<file path="src/rtl/sink_pkg.sv">
package sink_pkg;
  localparam int SINK_W_DEF = 12;
  localparam int FILT_DEF   = 3;
  localparam int SYNC_DEF   = 2;

  // True when a level that has already differed for `run` cycles
  // is accepted on the current cycle.
  function automatic logic filt_accept(input int unsigned run, input int unsigned lim);
    return (run + 1) >= lim;
  endfunction
endpackage

</file>
<file path="src/rtl/sink_sync.sv">
module sink_sync #(
  parameter int STAGES = 2
) (
  input  logic clk,
  input  logic rst_n,
  input  logic d,
  output logic q
);
  logic [STAGES-1:0] chain;

  generate
    if (STAGES == 1) begin : g_one
      always_ff @(posedge clk or negedge rst_n) begin
        if (!rst_n) chain <= '0;
        else        chain <= d;
      end
    end else begin : g_many
      always_ff @(posedge clk or negedge rst_n) begin
        if (!rst_n) chain <= '0;
        else        chain <= {chain[STAGES-2:0], d};
      end
    end
  endgenerate

  assign q = chain[STAGES-1];
endmodule

</file>
<file path="src/rtl/sink_glitch_filter.sv">
module sink_glitch_filter import sink_pkg::*; #(
  parameter int FILT_CYC = FILT_DEF,
  parameter int SYNC     = SYNC_DEF
) (
  input  logic clk,
  input  logic rst_n,
  input  logic raw,
  output logic sync_lvl,
  output logic filt,
  output logic rise
);
  localparam int CW = $clog2(FILT_CYC + 1);

  logic          filt_q;
  logic          filt_d1;
  logic [CW-1:0] run_q;
  logic          differ;

  sink_sync #(.STAGES(SYNC)) u_sync (
    .clk   (clk),
    .rst_n (rst_n),
    .d     (raw),
    .q     (sync_lvl)
  );

  assign differ = (sync_lvl != filt_q);

  always_ff @(posedge clk or negedge rst_n) begin
    if (!rst_n) begin
      filt_q <= 1'b0;
      run_q  <= '0;
    end else if (!differ) begin
      run_q  <= '0;
    end else if (filt_accept(int'(run_q), FILT_CYC)) begin
      filt_q <= sync_lvl;
      run_q  <= '0;
    end else begin
      run_q  <= run_q + 1'b1;
    end
  end

  always_ff @(posedge clk or negedge rst_n) begin
    if (!rst_n) filt_d1 <= 1'b0;
    else        filt_d1 <= filt_q;
  end

  assign filt = filt_q;
  assign rise = filt_q & ~filt_d1;
endmodule

</file>
<file path="src/rtl/sink_shift_chain.sv">
module sink_shift_chain #(
  parameter int W = 12
) (
  input  logic         clk,
  input  logic         rst_n,
  input  logic         shift,
  input  logic         din,
  output logic [W-1:0] q
);
  generate
    for (genvar g = 0; g < W; g++) begin : g_stage
      logic nxt;
      if (g == 0) begin : g_head
        assign nxt = din;
      end else begin : g_body
        assign nxt = q[g-1];
      end
      always_ff @(posedge clk or negedge rst_n) begin
        if (!rst_n)     q[g] <= 1'b0;
        else if (shift) q[g] <= nxt;
      end
    end
  endgenerate
endmodule

</file>
<file path="src/rtl/sink_latch_driver.sv">
module sink_latch_driver import sink_pkg::*; #(
  parameter int W        = SINK_W_DEF,
  parameter int FILT_CYC = FILT_DEF,
  parameter int SYNC     = SYNC_DEF
) (
  input  logic         clk,
  input  logic         rst_n,
  input  logic         sclk_pin,
  input  logic         sdata_pin,
  input  logic         lclk_pin,
  input  logic         out_off,
  output logic [W-1:0] sink_en,
  output logic [W-1:0] pin_lvl,
  output logic         sout
);
  // Internal events, brought out by name for the checker.
  logic         sclk_s;
  logic         sclk_d1;
  logic         sdata_s;
  logic         shift_rise;
  logic         lat_sync;
  logic         lat_filt;
  logic         lat_rise;
  logic         off_s;
  logic [W-1:0] shreg;
  logic [W-1:0] store;

  function automatic logic [W-1:0] drive_sinks(input logic [W-1:0] held, input logic off);
    return off ? '0 : ~held;
  endfunction

  sink_sync #(.STAGES(SYNC)) u_sclk (
    .clk(clk), .rst_n(rst_n), .d(sclk_pin), .q(sclk_s)
  );
  sink_sync #(.STAGES(SYNC)) u_sdata (
    .clk(clk), .rst_n(rst_n), .d(sdata_pin), .q(sdata_s)
  );
  sink_sync #(.STAGES(SYNC)) u_off (
    .clk(clk), .rst_n(rst_n), .d(out_off), .q(off_s)
  );

  always_ff @(posedge clk or negedge rst_n) begin
    if (!rst_n) sclk_d1 <= 1'b0;
    else        sclk_d1 <= sclk_s;
  end
  assign shift_rise = sclk_s & ~sclk_d1;

  sink_shift_chain #(.W(W)) u_chain (
    .clk   (clk),
    .rst_n (rst_n),
    .shift (shift_rise),
    .din   (sdata_s),
    .q     (shreg)
  );

  sink_glitch_filter #(.FILT_CYC(FILT_CYC), .SYNC(SYNC)) u_lfilt (
    .clk      (clk),
    .rst_n    (rst_n),
    .raw      (lclk_pin),
    .sync_lvl (lat_sync),
    .filt     (lat_filt),
    .rise     (lat_rise)
  );

  always_ff @(posedge clk or negedge rst_n) begin
    if (!rst_n)        store <= '0;
    else if (lat_rise) store <= shreg;
  end

  assign sink_en = drive_sinks(store, off_s);
  assign pin_lvl = ~sink_en;
  assign sout    = shreg[W-1];
endmodule

</file>
<file path="config.mk">
export PLATFORM = sky130hd
export DESIGN_NAME = sink_latch_driver
export DESIGN_NICKNAME = d
export VERILOG_FILES = /design/src/rtl/sink_pkg.sv /design/src/rtl/sink_sync.sv /design/src/rtl/sink_glitch_filter.sv /design/src/rtl/sink_shift_chain.sv /design/src/rtl/sink_latch_driver.sv
export SDC_FILE = /design/constraint.sdc
export NUM_CORES = 1
export LEC_CHECK = 0
export ABC_CLOCK_PERIOD_IN_PS = 2100
export BUFFER_PORTS_ARGS = -buffer_cell sky130_fd_sc_hd__buf_2
export CAP_MARGIN = 20
export CORE_ASPECT_RATIO = 1.1
export CORE_UTILIZATION = 56
export DETAILED_ROUTE_END_ITERATION = 10
export GPL_TIMING_DRIVEN = 0
export HOLD_SLACK_MARGIN = 0.03
export PLACE_DENSITY = 0.82
export SYNTH_ARGS = -nofsm -noshare
export SYNTH_HDL_FRONTEND = slang
export SYNTH_SLANG_ARGS = --single-unit
</file>
<file path="constraint.sdc">
create_clock -name clk -period 2.1 [get_ports clk]
set_input_delay 0.63 -clock clk [delete_from_list [all_inputs] [get_ports clk]]
set_output_delay 0.63 -clock clk [all_outputs]
set_load 0.02 [all_outputs]
</file>
==> summary.md, run 1 <==
| Metric | Value |
|---|---|
| Fmax | 0.490 GHz |
| Worst Setup Slack post-DPL | 0.319 ns |
| Design area | 1720 um2 |
| Most frequent cells in the layout | dfrtp_1, buf_2, mux2_2 |
| Post-synth top area share | 0.639 |
| CP endpoint kind | output port |
| Final std cells w/o fill | 163 |
| Drt via density | 4.90 |
| Gpl congestion | 0.704 |
| Slew Limit Fails | 0 |
| Die Span X | 50.5 um |
| Flops & latches, synth | 37 |
| Number of global-route vias before repair | 824 |
| I/O Pins | 31 |
| Hold slack | 0.355 ns |
| Post-synthesis net count | 100 |
| Yosys top cell by area | dfrtp_1 |
| Drt first pass iters | 2 |
| Rel. slew slack | 0.483 |
| Post-Place Cells | 154 |
| CTS tree | yes |
| Largest cells by area after synthesis | dfrtp_1, mux2_2, mux2_4 |
| First-pass GRT wire length | 3.71 mm |
| Maximum VDD drop | 994 uV |
| Antenna violations before repair | 0 |
| Status | complete, no violations |
| LEAKAGE | 0.891 nW |
| DR vias | 799 |
| Cell Rows | 18 |
| Internal Pwr Total | 0.00164 W |
| Synth warn | 0 |
| Starting density of the core | 0.619 |
| Switching share of power | 0.328 |
| Total GRT Usage | 0.188 |
| Synth Area in Compound Gates | 0 |
| CTS Hold Buffers Added | 0 |
| Xor and xnor area share after synthesis | 0.00604 |
| Final setup violation count | 0 |
| Arr. time, crit path | 1.41 ns |
| Final period util | 0.972 |
| Number of max-cap violations | 0 |
| Diodes inserted | 0 |
| Clock power frac | 0.146 |
| Largest net degree at the start of global routing | 38 |
| Filler instances | 163 |
| Clock Latency Late Sink | 0.35 ns |
| Critical Path Start Type | flip-flop |
| Post-synthesis cell area | 1450 um2 |
| Avg Cell Area, Syn | 15.4 um2 |
| Setup WS post-layout | 0.0591 ns |
| H-tree lvl count | 2 |
| Worst Skew | 0.0107 ns |
| Die Y | 55.4 um |
| Fraction of layout cells with a size suffix above 1 | 0.609 |
| Kind of critical path | flip-flop to output port |
| Clock Pin Slew Worst Setup and Hold Paths | 0.11 ns |
| Final hold vios | 0 |
| Number of I/O port buffers | 30 |
| Power density cells | 1420 nW/um2 |
| Data required, critical path | 1.47 ns |
| Seq pwr share | 0.461 |
| Global route overflow | 0 |
| TritonCTS sink count | 37 |
| Final net count | 138 |
| Sw power | 0.000803 W |
| Total detailed-routing wirelength | 2.18 mm |
| Root buf cell | clkbuf_4 |
| Placed Instance Area | 1640 um2 |
| Combinational Power Share | 0.393 |
| P&R area growth vs syn | 19.0% |
| Unique cell type count in the Yosys netlist | 12 |
| Sequential share of the synthesized area | 0.639 |
| Slew at the pin with the worst max-slew slack | 0.775 ns |
| Post-synthesis mux area share | 0.220 |
| Main combinational cell family by area after synthesis | multiplexers |
| Clock Path Buffers | 2 |
| Core area | 2340 um2 |
| Commonest non-fill, non-tap cell in the layout | dfrtp_1 |
| Initial DRC count | 7 |
| Routed WL per cell | 13.4 um |
| Post-Synth Adder-Cell Area | 0 |
| FF-to-FF path depth | 3 |
| # DRC | 0 |
| Setup TNS | 0 ns |
| Crit-path max FO | 10 |
| R2R setup slack | 0.91 ns |
| RR Endpoint | store[4]$_DFFE_PN0P_ |
| ANT nets after route | 0 |
| Minimum clock period | 2.04 ns |
| Synth Area in Simple Gates | 0.0794 |
| Worst Hold Class | input port to async pin |
| HPWL after DPL | 1.54 mm |
| Critical R2R Launch | u_lfilt.filt$_DFFE_PN0P_ |
| Gate Count Post-Synth | 94 |
| Die area | 2800 um2 |
| Num CTS Buffers | 5 |
==> timing repair <==
action,4_1_cts,5_1_grt
gates resized for setup,2,9
setup endpoints to repair,20,11
buffers inserted,1,0
hold endpoints to repair,0,0
==> through the flow <==
| step | utilization | total power, W |
|---|---|---|
| 2_1_floorplan | - | 0.00185 |
| 3_3_place_gp | 0.699 | 0.00205 |
| 3_5_place_dp | 0.699 | 0.00209 |
| 4_1_cts | 0.728 | 0.00246 |
| 5_1_grt | 0.736 | 0.00260 |
| 6_report | 0.736 | 0.00245 |
==> state kept, by name, summed over array words and instances (netlist names) <==
| register | flops |
|---|---|
| store | 12 |
| u_chain.g_stage.nxt | 11 |
| u_lfilt.run_q | 2 |
| u_lfilt.u_sync.chain | 2 |
| u_off.chain | 2 |
| u_sclk.chain | 2 |
| u_sdata.chain | 2 |
| sclk_d1 | 1 |
| u_chain.q | 1 |
| u_lfilt.filt | 1 |
| u_lfilt.filt_d1 | 1 |
==> synthesized netlist by cell type, drive strengths merged <==
library cell,instances
xnor2,1
buf,2
mux2,25
nor3,1
inv,12
nor2b,2
clkbuf,1
nor3b,1
or2,12
dfrtp,37
==> per-layer routing <==
| metal | up-vias | global-route usage | share of wire |
|---|---|---|---|
| met5 | - | 0 | 0 |
| met4 | 0 | 0.0952 | 0.023 |
| met3 | 6 | 0.0826 | 0.048 |
| met2 | 21 | 0.297 | 0.53 |
| met1 | 395 | 0.214 | 0.40 |
| li1 | 377 | - | - |
==> worst max-delay path, cell delays in order (launching register included) <==
cell     delay [ns]
dfrtp_1        0.41
buf_6          0.14
or2_2          0.31
inv_1          0.05
buf_2          0.15
==> how the worst max path moves through the flow <==
stage,from,endpoint
2_1_floorplan,u_off.chain[1]$_DFF_PN0_,sink_en[3]
3_3_place_gp,u_off.chain[1]$_DFF_PN0_,sink_en[3]
3_5_place_dp,u_off.chain[1]$_DFF_PN0_,sink_en[9]
4_1_cts,u_off.chain[1]$_DFF_PN0_,sink_en[9]
5_1_grt,u_off.chain[1]$_DFF_PN0_,sink_en[1]
6_report,u_off.chain[1]$_DFF_PN0_,sink_en[1]
==> final cells by class <==
type | count | area (um2) | area share
repair buffers | 31 | 174 | 0.101
multi-input cells | 42 | 443 | 0.257
clock buffers | 6 | 41.3 | 0.0239
flip-flops and latches | 37 | 926 | 0.537
plain buffers | 3 | 42.5 | 0.0247
inverters | 12 | 45.0 | 0.0261
clock inverters | 2 | 15.0 | 0.00871
well taps | 30 | 37.5 | 0.0218
==> logic make-up (layout without fill, tap and decap cells) <==
| family | count (synthesis) | count (layout) |
|---|---|---|
| flip-flops | 37 | 37 |
| multiplexers | 25 | 25 |
| AND/OR/NAND/NOR | 16 | 16 |
| buffers and inverters | 15 | 54 |
| XOR/XNOR | 1 | 1 |
==> power groups by stage <==
stage	clock, W	combinational, W	sequential, W
3_3_place_gp	0	0.000917	0.00113
6_report	0.000357	0.000962	0.00113
3_5_place_dp	0	0.000947	0.00115
5_1_grt	0.000404	0.00103	0.00116
2_1_floorplan	0	0.000745	0.00110
4_1_cts	0.000377	0.000951	0.00113
Note: power is estimated with default switching activity, not from simulation.
==> run 2, diff against run 1 <==
Settings changed: MAX_ROUTING_LAYER from default to met4.
==> summary.md, run 2 (synthesis results as in run 1) <==
| Metric | Value |
|---|---|
| P&R area growth vs syn | 19.0% (unchanged) |
| Max reg flops | 12 (unchanged) |
| RR Endpoint | store[7]$_DFFE_PN0P_ (was store[4]$_DFFE_PN0P_) |
| Hold slack | 0.356 ns (was 0.355 ns) |
| Kind of critical path | flip-flop to output port (unchanged) |
| Arr. time, crit path | 1.41 ns (about the same) |
| Num CTS Buffers | 5 (unchanged) |
| Placed Instance Area | 1640 um2 (unchanged) |
| Final period util | 0.971 (was 0.972) |
| Status | complete, no violations (unchanged) |
| Final core occ | 0.736 (unchanged) |
| Antenna violations before repair | 0 (unchanged) |
| Critical Path Start Type | flip-flop (unchanged) |
| Power density cells | 1420 nW/um2 (about the same) |
| Crit path launch | u_off.chain[1]$_DFF_PN0_ (unchanged) |
| R2R setup slack | 0.91 ns (about the same) |
| Die Y | 55.4 um (unchanged) |
| Total power | 0.00244 W (was 0.00245 W) |
| Worst Setup Slack post-DPL | 0.319 ns (unchanged) |
| First-pass GRT wire length | 3.71 mm (unchanged) |
| Met1 Usage GRT | 0.214 (unchanged) |
| Clock Pin Slew Worst Setup and Hold Paths | 0.11 ns (about the same) |
| Clock Latency Late Sink | 0.34 ns (was 0.35 ns) |
| Die Span X | 50.5 um (unchanged) |
| Gpl congestion | 0.712 (was 0.704) |
| CTS tree | yes (unchanged) |
| Cell Rows | 18 (unchanged) |
| Number of I/O port buffers | 30 (unchanged) |
| Final net count | 138 (unchanged) |
| Number of global-route vias before repair | 824 (unchanged) |
| Die area | 2800 um2 (unchanged) |
| DR vias | 797 (was 799) |
| Global route overflow | 0 (unchanged) |
| FF-to-FF path depth | 3 (unchanged) |
| Slew at the pin with the worst max-slew slack | 0.777 ns (was 0.775 ns) |
| Largest register by flop count | store (unchanged) |
| Commonest non-fill, non-tap cell in the layout | dfrtp_1 (unchanged) |
| # DRC | 0 (unchanged) |
| Critical R2R Launch | u_lfilt.filt$_DFFE_PN0P_ (unchanged) |
| Drt first pass iters | 4 (was 2) |
| Fraction of layout cells with a size suffix above 1 | 0.609 (unchanged) |
| I/O Pins | 31 (unchanged) |
| Critical-path top delay cell | dfrtp_1 (unchanged) |
| LEAKAGE | 0.891 nW (unchanged) |
| Design area | 1720 um2 (unchanged) |
| CP max stage delay | 0.41 ns (about the same) |
| CTS Hold Buffers Added | 0 (unchanged) |
| Largest net degree at the start of global routing | 38 (unchanged) |
| Slew Limit Fails | 0 (unchanged) |
| Rel. slew slack | 0.482 (was 0.483) |
| HPWL after DPL | 1.54 mm (unchanged) |
| CP endpoint kind | output port (unchanged) |
| Layer with the highest usage | met2 (unchanged) |
| Data required, critical path | 1.47 ns (about the same) |
| Total GRT Usage | 0.194 (was 0.188) |
| Drt via density | 4.89 (was 4.90) |
| Worst Hold Class | input port to async pin (unchanged) |
| Fmax | 0.490 GHz (about the same) |
| Initial DRC count | 10 (was 7) |
| Met3 usage | 0.0826 (unchanged) |
| Final hold vios | 0 (unchanged) |
| Maximum VDD drop | 993 uV (was 994 uV) |
| Ordered cell list for the critical path | buf_6 > or2_2 > inv_1 > buf_2 (unchanged) |
| Routed WL per cell | 13.3 um (was 13.4 um) |
| Crit-path max FO | 10 (unchanged) |
| Root buf cell | clkbuf_4 (unchanged) |
| Setup WS post-layout | 0.0604 ns (was 0.0591 ns) |
| Minimum clock period | 2.04 ns (about the same) |
| Clock Path Buffers | 2 (unchanged) |
| Number of max-cap violations | 0 (unchanged) |
| Diodes inserted | 0 (unchanged) |
| H-tree lvl count | 2 (unchanged) |
| ANT nets after route | 0 (unchanged) |
| Core area | 2340 um2 (unchanged) |
| Worst Skew | 0.0100 ns (was 0.0107 ns) |
| Most frequent cells in the layout | dfrtp_1, buf_2, mux2_2 (unchanged) |
| GR Layer Usage met2 | 0.297 (unchanged) |
| Starting density of the core | 0.619 (unchanged) |
| Final setup violation count | 0 (unchanged) |
| Total detailed-routing wirelength | 2.17 mm (was 2.18 mm) |
| TritonCTS sink count | 37 (unchanged) |
-- run 2: cell counts in the layout (fill, tap and decap cells not counted) --
No cell type changed its count.
-- run 2: worst max-delay path by stage --
stage	end	slack, ns
final	sink_en[1]	0.06
after detailed placement	sink_en[9]	0.32
after global placement	sink_en[3]	0.37
after global routing	sink_en[1]	-0.0005
after CTS	sink_en[9]	0.009
after floorplan	sink_en[3]	0.43
-- run 2: final cells by class --
class	count	area, um2
well taps	30	37.5
flip-flops and latches	37	926
multi-input cells	42	443
repair buffers	31	174
plain buffers	3	42.5
clock inverters	2	15.0
clock buffers	6	41.3
inverters	12	45.0
fillers	163	618
-- run 2: critical path: cells and delay by family (launching register included) --
family                 cells  cell delay, ns
buffers and inverters      3            0.34
flip-flops                 1            0.41
AND/OR/NAND/NOR            1            0.31
-- run 2: through the flow --
stage | TNS (ns) | std cells
after floorplan | 0 | 94
after global placement | 0 | 154
after detailed placement | 0 | 154
after CTS | 0 | 163
after global routing | -0.000500 | 163
final | 0 | 163
-- run 2: report_power, final --
group / switching, W / internal, W
Sequential: 0.000159 / 0.000969
Clock: 0.000226 / 0.000131
Combinational: 0.000418 / 0.000543
Total: 0.000803 / 0.00164
-- run 2: metal layers --
layer / vias up / routed length [um]
li1: 378 / -
met5: - / 0
met3: 8 / 98
met4: 0 / 51
met2: 21 / 1140
met1: 390 / 874
-- run 2: repair_timing --
| action | in CTS | in global routing |
|---|---|---|
| pin swaps | 0 | 0 |
| gates cloned | 0 | 0 |
| endpoints found under the setup margin | 20 | 11 |
| resized for setup | 2 | 9 |
| setup buffers | 1 | 0 |
